File: src/rtl/serial_flash_cmd.sv
`timescale 1ns/1ps
module serial_flash_cmd #(
  parameter int DIVW = 8
) (
  input  logic            clk,
  input  logic            rst_n,
  input  logic            cmd_wr,
  input  logic [31:0]     cmd_wdata,
  output logic [31:0]     cmd_rdata,
  input  logic [1:0]      lane_mode,
  input  logic [DIVW-1:0] clk_half,
  input  logic [31:0]     cmd_addr,
  input  logic [7:0]      mode_byte,
  input  logic [63:0]     wr_data,
  output logic [63:0]     rd_data,
  output logic            busy,
  output logic            cs_n,
  output logic            sclk,
  output logic [3:0]      dq_out,
  output logic [3:0]      dq_oe,
  input  logic [3:0]      dq_in
);

  typedef enum logic [1:0] {IDLE, SHIFT, TRAIL} state_t;

  state_t          state;
  logic [31:0]     cfg;
  logic [1:0]      wm;
  logic [DIVW-1:0] hc;
  logic [5:0]      bc;
  logic [2:0]      sc;
  logic [7:0]      rsh;

  wire unused_bits = ^cmd_wdata[6:1];

  assign busy      = (state != IDLE);
  assign cmd_rdata = {cfg[31:7], 5'b0, busy, 1'b0};

  wire launch = cmd_wr && !busy && cmd_wdata[0];
  wire tick   = ({1'b0, hc} + 1'b1) >= {1'b0, clk_half};

  wire [2:0] na = cfg[19] ? 3'(cfg[17:16]) + 3'd1 : 3'd0;
  wire [3:0] nw = cfg[15] ? 4'(cfg[14:12]) + 4'd1 : 4'd0;
  wire [3:0] nr = cfg[23] ? 4'(cfg[22:20]) + 4'd1 : 4'd0;

  wire [5:0] e_addr = 6'd1 + 6'(na);
  wire [5:0] e_mode = e_addr + 6'(cfg[18]);
  wire [5:0] e_dum  = e_mode + 6'(cfg[11:7]);
  wire [5:0] e_wr   = e_dum + 6'(nw);
  wire [5:0] e_rd   = e_wr + 6'(nr);

  wire [1:0] ak = 2'(e_addr - 6'd1 - bc);
  wire [2:0] wi = 3'(bc - e_dum);
  wire [2:0] ri = 3'(bc - e_wr);

  logic [7:0] cur;
  logic       drive, is_rd;

  always_comb begin
    cur   = 8'h00;
    drive = 1'b1;
    is_rd = 1'b0;
    if (bc == 6'd0)       cur = cfg[31:24];
    else if (bc < e_addr) cur = cmd_addr[{ak, 3'b000} +: 8];
    else if (bc < e_mode) cur = mode_byte;
    else if (bc < e_dum)  drive = 1'b0;
    else if (bc < e_wr)   cur = wr_data[{wi, 3'b000} +: 8];
    else begin
      drive = 1'b0;
      is_rd = 1'b1;
    end
  end

  wire [2:0] last_sc = (wm == 2'd0) ? 3'd7 : (wm == 2'd1) ? 3'd3 : 3'd1;
  wire [3:0] shamt   = (wm == 2'd0) ? {1'b0, sc} : (wm == 2'd1) ? {sc, 1'b0} : {sc[1:0], 2'b00};
  wire [7:0] sh      = cur << shamt;
  wire [3:0] lanes   = (wm == 2'd0) ? 4'b0001 : (wm == 2'd1) ? 4'b0011 : 4'b1111;
  wire [3:0] bits    = (wm == 2'd0) ? {3'b0, sh[7]} : (wm == 2'd1) ? {2'b0, sh[7:6]} : sh[7:4];
  wire       act     = (state == SHIFT) && drive;

  assign dq_oe  = act ? lanes : 4'b0000;
  assign dq_out = act ? bits  : 4'b0000;

  wire [7:0] rsh_nx = (wm == 2'd0) ? {rsh[6:0], dq_in[1]} :
                      (wm == 2'd1) ? {rsh[5:0], dq_in[1:0]} : {rsh[3:0], dq_in};
  wire last_unit = (sc == last_sc) && (bc == e_rd - 6'd1);

  always_ff @(posedge clk or negedge rst_n) begin
    if (!rst_n) begin
      state   <= IDLE;
      cfg     <= '0;
      wm      <= 2'd0;
      hc      <= '0;
      bc      <= 6'd0;
      sc      <= 3'd0;
      rsh     <= 8'h00;
      rd_data <= '0;
      cs_n    <= 1'b1;
      sclk    <= 1'b0;
    end else begin
      if (cmd_wr && !busy) cfg <= {cmd_wdata[31:7], 7'b0};
      if (launch) begin
        state   <= SHIFT;
        cs_n    <= 1'b0;
        hc      <= '0;
        bc      <= 6'd0;
        sc      <= 3'd0;
        rd_data <= '0;
        wm      <= (lane_mode == 2'b01) ? 2'd1 : (lane_mode == 2'b10) ? 2'd2 : 2'd0;
      end else if (busy) begin
        if (!tick) hc <= hc + 1'b1;
        else begin
          hc <= '0;
          if (state == TRAIL) begin
            cs_n  <= 1'b1;
            state <= IDLE;
          end else if (!sclk) begin
            sclk <= 1'b1;
            if (is_rd) begin
              if (sc == last_sc) rd_data[{ri, 3'b000} +: 8] <= rsh_nx;
              else               rsh <= rsh_nx;
            end
          end else begin
            sclk <= 1'b0;
            if (last_unit) state <= TRAIL;
            else if (sc == last_sc) begin
              sc <= 3'd0;
              bc <= bc + 6'd1;
            end else sc <= sc + 3'd1;
          end
        end
      end
    end
  end

  AST_CS_WHILE_BUSY: assert property (@(posedge clk) disable iff (!rst_n) busy |-> !cs_n);
  AST_BUSY_WRITE_IGNORED: assert property (@(posedge clk) disable iff (!rst_n) (busy && cmd_wr) |=> $stable(cfg));
  AST_IDLE_LINES_QUIET: assert property (@(posedge clk) disable iff (!rst_n) cs_n |-> (!sclk && dq_oe == 4'b0000));
  AST_RESULT_HELD_IDLE: assert property (@(posedge clk) disable iff (!rst_n) (!busy && !cmd_wr) |=> $stable(rd_data));
  AST_SINGLE_LANE_MASK: assert property (@(posedge clk) disable iff (!rst_n) (busy && wm == 2'd0) |-> dq_oe[3:1] == 3'b000);
  AST_SCLK_ONLY_SELECTED: assert property (@(posedge clk) disable iff (!rst_n) $rose(sclk) |-> !cs_n);

endmodule

File: config.mk
export PLATFORM = sky130hd
export DESIGN_NAME = serial_flash_cmd
export DESIGN_NICKNAME = d
export VERILOG_FILES = /design/src/rtl/serial_flash_cmd.sv
export SDC_FILE = /design/constraint.sdc
export NUM_CORES = 1
export LEC_CHECK = 0
export BUFFER_PORTS_ARGS = -buffer_cell sky130_fd_sc_hd__buf_2
export CORE_ASPECT_RATIO = 1.4
export CORE_MARGIN = 1
export CORE_UTILIZATION = 35
export DETAILED_ROUTE_END_ITERATION = 7
export GPL_TIMING_DRIVEN = 0
export PLACE_DENSITY_LB_ADDON = 0.05
export SYNTH_ARGS = -nofsm -noshare
export SYNTH_HDL_FRONTEND = slang
export SYNTH_SLANG_ARGS = --single-unit
File: constraint.sdc
create_clock -name clk -period 6.7 [get_ports clk]
set_input_delay 0.67 -clock clk [delete_from_list [all_inputs] [get_ports clk]]
set_output_delay 0.67 -clock clk [all_outputs]
set_load 0.01 [all_outputs]
* Word-level counts from Yosys, hierarchy flattened
Index checks and enable logic that the tools add are counted.
** Word-level totals
- Input port bits :: 153
- Output and inout bits :: 107
- Flip-flop bits (word level) :: 119
- Word-level logic and storage cells :: 143
** Operators by class
- Bitwise logic cells :: 4
- Add/subtract/negate cells :: 18
- Eq/ne operators :: 10
- Shift-type cells :: 5
- Order comparisons :: 5
- Reductions and logical operators :: 23
- Multiplexer cells :: 68
** Operators by type and width (count)
- $mux W64 :: 7
- $mux W8 :: 10
- $bwmux W64 :: 1
- $shift A8 B8 Y64 const A :: 1
- $shiftx A64 B7 Y8 :: 1
- $shiftx A8 B8 Y64 :: 1
- $mux W6 :: 7
- $mux W4 :: 10
- $shiftx A32 B6 Y8 :: 1
- $mux W3 :: 9
- $mux W2 :: 9
- $mux W1 :: 15
- $reduce_bool A2 Y1 :: 7
- $add A6 B4 Y6 :: 2
- $lt A6 B6 Y1 :: 2
- $reduce_and A6 Y1 :: 2
- $add A8 B1 Y9 const B :: 1
- $ge A9 B8 Y1 :: 1
- $add A3 B1 Y4 const B :: 2
- $add A8 B1 Y8 const B :: 1
- $neg A6 Y8 :: 1
- $reduce_and A4 Y1 :: 2
- $shl A8 B4 Y8 :: 1
- $reduce_and A7 Y1 :: 1
- 26 further kinds :: 38

* Longest topological paths before layout
- Word-level depth :: 18
- Depth in mapped cells :: 24
- Depth with buffers taken out :: 23

* Worst setup path before layout
No wires, ideal clock.
- Path kind :: flip-flop to output port
- Start :: register cfg[16]
- End :: output dq_out[0]
- Stages on the path, launching flop included :: 22
- Data arrival time :: 5.140 ns
- Buffers on the path :: 0
- Path slack :: 0.890 ns
- Path through :: dfrtp_1 ha_1 and2_1 ha_1 ha_1 fa_1 ha_1 a21o_1 a21oi_1 nand2b_1 a21oi_1 xor2_1 ha_1 o211ai_1 a21oi_1 a211oi_2 nand4_1 a31o_2 a221oi_1 a211oi_1 o31a_1 a21oi_1
** On the way
- Cells in the longest elaborated chain, start to end :: 16
- Elaborated cells between the ends (all ways) :: 30
- Those cells by class :: add/sub (8); order compare (4); shift (3); mux (14); reduce/logical (1)
** Ends and longest elaborated chain
- start: declaration :: RTL line 27 : logic [31:0] cfg;
- start signal: assignment :: RTL line 101 : if (cmd_wr && !busy) cfg <= {cmd_wdata[31:7], 7'b0};
- $add A2 B1 Y3 (*) :: RTL line 42 : wire [2:0] na = cfg[19] ? 3'(cfg[17:16]) + 3'd1 : 3'd0;
- $mux W3 (*) :: RTL line 42
- $add A1 B3 Y4 (*) :: RTL line 46 : wire [5:0] e_addr = 6'd1 + 6'(na);
- $add A4 B1 Y5 :: RTL line 47 : wire [5:0] e_mode = e_addr + 6'(cfg[18]);
- $add A5 B5 Y6 :: RTL line 48 : wire [5:0] e_dum = e_mode + 6'(cfg[11:7]);
- $sub A3 B3 Y3 or $add A6 B4 Y6 (tied branches) :: RTL line 53, 49
- $shiftx A64 B7 Y8 or $lt A6 B6 Y1 (tied branches) :: RTL line 67 : else if (bc < e_wr) cur = wr_data[{wi, 3'b000} +: 8];
- $mux W8 :: RTL line 67
- $mux W8 :: RTL line 66 : else if (bc < e_dum) drive = 1'b0;
- $mux W8 :: RTL line 65 : else if (bc < e_mode) cur = mode_byte;
- $mux W8 :: RTL line 64 : else if (bc < e_addr) cur = cmd_addr[{ak, 3'b000} +: 8];
- $mux W8 :: RTL line 63 : if (bc == 6'd0) cur = cfg[31:24];
- $shl A8 B4 Y8 :: RTL line 76 : wire [7:0] sh = cur << shamt;
- $mux W4 (2 in a row) :: RTL line 78 : wire [3:0] bits = (wm == 2'd0) ? {3'b0, sh[7]} : (wm == 2'd1) ? {2'b0, sh[7:6]} : sh[7:4];
- $mux W4 (*) :: RTL line 82 : assign dq_out = act ? bits : 4'b0000;
- end: declaration :: RTL line 19 : output logic [3:0] dq_out,
Mark *: on every way between the ends. The rest lies on a longest branch, timed or not.

* Worst setup path in the final report
Ends and elaborated chain as after synthesis.

==> impl_results.md <==
* Worst setup path endpoint: dq_out[0]
* Register area share after synthesis at 37.0%
* Clock Sink Count at 119
* DR WL/cell at 17.7 um
* Initial antenna violation count at 1
* Outcome: completed
* Reg clk slew, reported paths at 0.07 ns
* Crit share post-route at 95.0%
* Drt total wl at 25000 um
* CP endpoint kind: primary output
* Flip-flop and latch area at 2980 um^2
* Final setup fails at 0
* Fin crit period at 6.36 ns
* Initial Utilization at 35.7%
* Seq pwr share at 16.2%
* Total GRT Usage at 21.5%
* Crit Path Max Fanout at 5
* Worst Reg-to-Reg Cells at 21
* DRC at 0
* Yosys reg bits at 119
* # H-tree levels at 4
* Die area at 23600 um^2
* Rows at 65
* Fin util at 47.0%
* Clk_lat worst skew at 0.43 ns
* Synth top cells by count: dfrtp_1 (118), nand3_1 (75), o21ai_0 (67), ha_1 (57), mux2_2 (47)
* Post-route ant nets at 0
* Final Hold Fails at 0
* Netlist Area Pre-Place at 8050 um^2
* IO Port Bufs at 247
* Vias in the first global route at 7101
* DIE HEIGHT at 181 um
* Largest net degree at the start of global routing at 87
* Largest stage delay, worst path at 0.42 ns
* Combinational Power Share at 66.3%
* Leak at 5.37 nW
* Fmax at 0.157 GHz
* Min-delay worst type: in2async
* RSZ-0062 raised after global routing: no
* Top cell type's share of synthesized area at 36.7%
* Most numerous cell on the critical path: ha_1
* Syn Inst Count at 819
* Die width at 130 um
* Synth unique cells at 67
* CTS tree: done
* Arr. time, crit path at 5.69 ns
* Vias/cell at 5.08
* Layout cells sized above 1 at 36.4%
* Sw Share at 43.9%
* Slew headroom at 25.2%
* Total clock buffers created by CTS at 17
* Switch Pwr at 2.48 mW
* Ys async rst share at 100%
* Crit path required time at 6.03 ns
* Most common cell in the netlist: dfrtp_1
* First-pass iteration count of the detailed router at 6
* FILL cells at 2247
* Multi-input gate area at 4860 um^2
* Synth top area cells: dfrtp_1 (37%), ha_1 (8.9%), mux2_2 (6.6%)
* Syn avg cell area at 9.82 um^2
* CTS Root Cell: clkbuf_16
* Reg2reg end: bc[5]
* CP Class: reg2out
* Crit path cell chain: ha_1, and2_4, ha_4, ha_2, xor2_2, ha_1, a21oi_2, nand2_1, xor2_1, ha_1, a21oi_2, xnor2_2, ha_1, o211ai_1, a21oi_2, a211oi_4, nand4_1, a31o_2, a221oi_2, a211oi_2, o31a_1, a21oi_1, buf_2
* Post-synth EDFFs at 0
* Critical path origin: cfg[16]
* P_int at 3.16 mW
* Maxcap violations at 0
* Slowest-stage cell, CP: dfrtp_1
* Worst setup SP type: register
* Power Density at 532 nW/um^2
* Synth-to-layout area growth at 31.6%
* Core area at 22500 um^2
* Post-synth top flop: dfrtp_1
* CTS Buffer Depth at 2
* Worst R2R Setup Slack at 0.95 ns
* Worst slew pin tran at 1.11 ns
* Overflow after GRT at 0
* Fin nets at 1315
* Peak VDD IR at 0.000274 V
* Clock Power Share at 17.5%
* Critical R2R Launch: cfg[16]
* Synth warnings at 0
* Gpl congestion at 0.824
* Starting DRT DRC Count at 365
* Global-route wire length before repair at 38400 um
* Via count at 7188
* Hpwl dp at 19100 um
* Top cell type by total area after synthesis: dfrtp_1
* Worst Skew at 0.0222 ns
* Num ports at 260
* Max Slew Vio Count at 0
* Setup TNS at 0 ns
==> repair_timing <==
| action | in CTS | in global routing |
|---|---|---|
| resized for setup | 8 | 24 |
| pin swaps | 4 | 15 |
| cloned | 0 | 0 |
| setup endpoints to repair | 4 | 5 |
| hold buffers | 0 | 0 |
| buffers inserted | 5 | 4 |
==> routing by layer <==
metal	routed length (um)	GRT usage (%)	share of wire (%)	vias to the layer above
li1	-	-	-	3537
met1	10100	24.6	41	3426
met2	13000	39.0	52	194
met3	1410	4.54	5.6	29
met4	422	6.88	1.7	2
met5	17	0	0.068	-
==> cells in the final DEF (no fill, tap or decap), drive strengths merged, types with 3 or more instances in the layout <==
cell type | Yosys | final
conb | 1 | 6
nand3b | 7 | 7
xor2 | 21 | 21
a21boi | 3 | 3
buf | 22 | 279
clkbuf | 28 | 46
inv | 43 | 49
nor2 | 40 | 40
ha | 57 | 57
fa | 5 | 5
mux2i | 24 | 24
o22ai | 5 | 5
and3 | 9 | 9
xnor2 | 10 | 10
a311oi | 3 | 3
nor3b | 10 | 10
a31oi | 4 | 4
nand2b | 7 | 7
nand3 | 76 | 76
a21oi | 33 | 33
a211oi | 4 | 4
nand2 | 45 | 45
clkinv | 0 | 3
and2 | 7 | 7
o21ai | 80 | 80
or3 | 6 | 6
o31ai | 5 | 5
mux4 | 18 | 18
nor4 | 8 | 8
nor2b | 6 | 6
bufinv | 0 | 3
o211ai | 5 | 5
mux2 | 47 | 47
a21o | 10 | 10
dfrtp | 118 | 118
nor3 | 11 | 11
or4 | 4 | 4
nand4 | 10 | 10
a2111oi | 3 | 3
==> worst min path at each step <==
stage / start / end / slack, ns / depth (start not counted)
after floorplan: rst_n / bc[0] / 0.37 / 0
after global placement: rd_data[4] / rd_data[4] / 0.48 / 2
after detailed placement: rd_data[13] / rd_data[13] / 0.49 / 2
after CTS: rst_n / cfg[18] / 0.14 / 1
after global routing: rst_n / rd_data[30] / 0.16 / 1
final: rst_n / rd_data[30] / 0.14 / 1
==> cells by family after synthesis <==
logic type	count (synthesis)	synth area share, %
buffers and inverters	93	4.95
other	1	0.0466
XOR/XNOR	33	4.12
multiplexers	89	14.6
AND/OR/NAND/NOR	254	16.7
flip-flops	119	37.0
AO/OA/AOI/OAI	168	12.5
adder cells (fa/ha/maj)	62	10.1
==> flip-flops by register name (all words and copies together) (netlist names) <==
| register | count |
|---|---|
| hc | 8 |
| state | 2 |
| cfg | 25 |
| sc | 3 |
| cs_n | 1 |
| bc | 6 |
| rsh | 7 |
| sclk | 1 |
| rd_data | 64 |
| wm | 2 |
==> power by group through the flow <==
stage	Clock, mW	Combinational (mW)	Sequential [mW]
floorplan	0	2.63	0.927
global placement	0	3.55	0.924
detailed placement	0	3.57	0.926
CTS	1.01	3.68	0.914
global route	1.04	4.15	0.931
finish	0.986	3.74	0.912
==> per-stage QoR <==
step | worst slack [ns] | instances | power (mW) | cell area (um^2) | hold WS [ns]
floorplan | 0.890 | 824 | 3.56 | 8060 | 0.374
global placement | -0.0430 | 1372 | 4.47 | 9680 | 0.477
detailed placement | -0.0822 | 1373 | 4.50 | 9710 | 0.485
CTS | 0.0173 | 1410 | 5.61 | 10400 | 0.137
global route | 0.00480 | 1414 | 6.12 | 10600 | 0.158
finish | 0.336 | 1415 | 5.63 | 10600 | 0.138
==> critical path, delay by kind of cell (launching register included) <==
family	cells	cell delay (ns)
compound gates	10	1.97
xor+xnor	3	0.58
fa+ha+maj	6	1.68
buf+inv	1	0.16
flops	1	0.42
simple gates	3	0.46
==> final cells by class <==
type	instances	share of cell area (%)
diodes	1	0.0236
plain buffers	50	2.25
clock buffers	18	4.15
clock inverters	14	1.76
inverters	43	1.52
multi-input cells	612	45.9
flip-flops and latches	119	28.1
well taps	301	3.56
repair buffers	257	12.7
No activity file was read; power rests on OpenSTA's default activity.
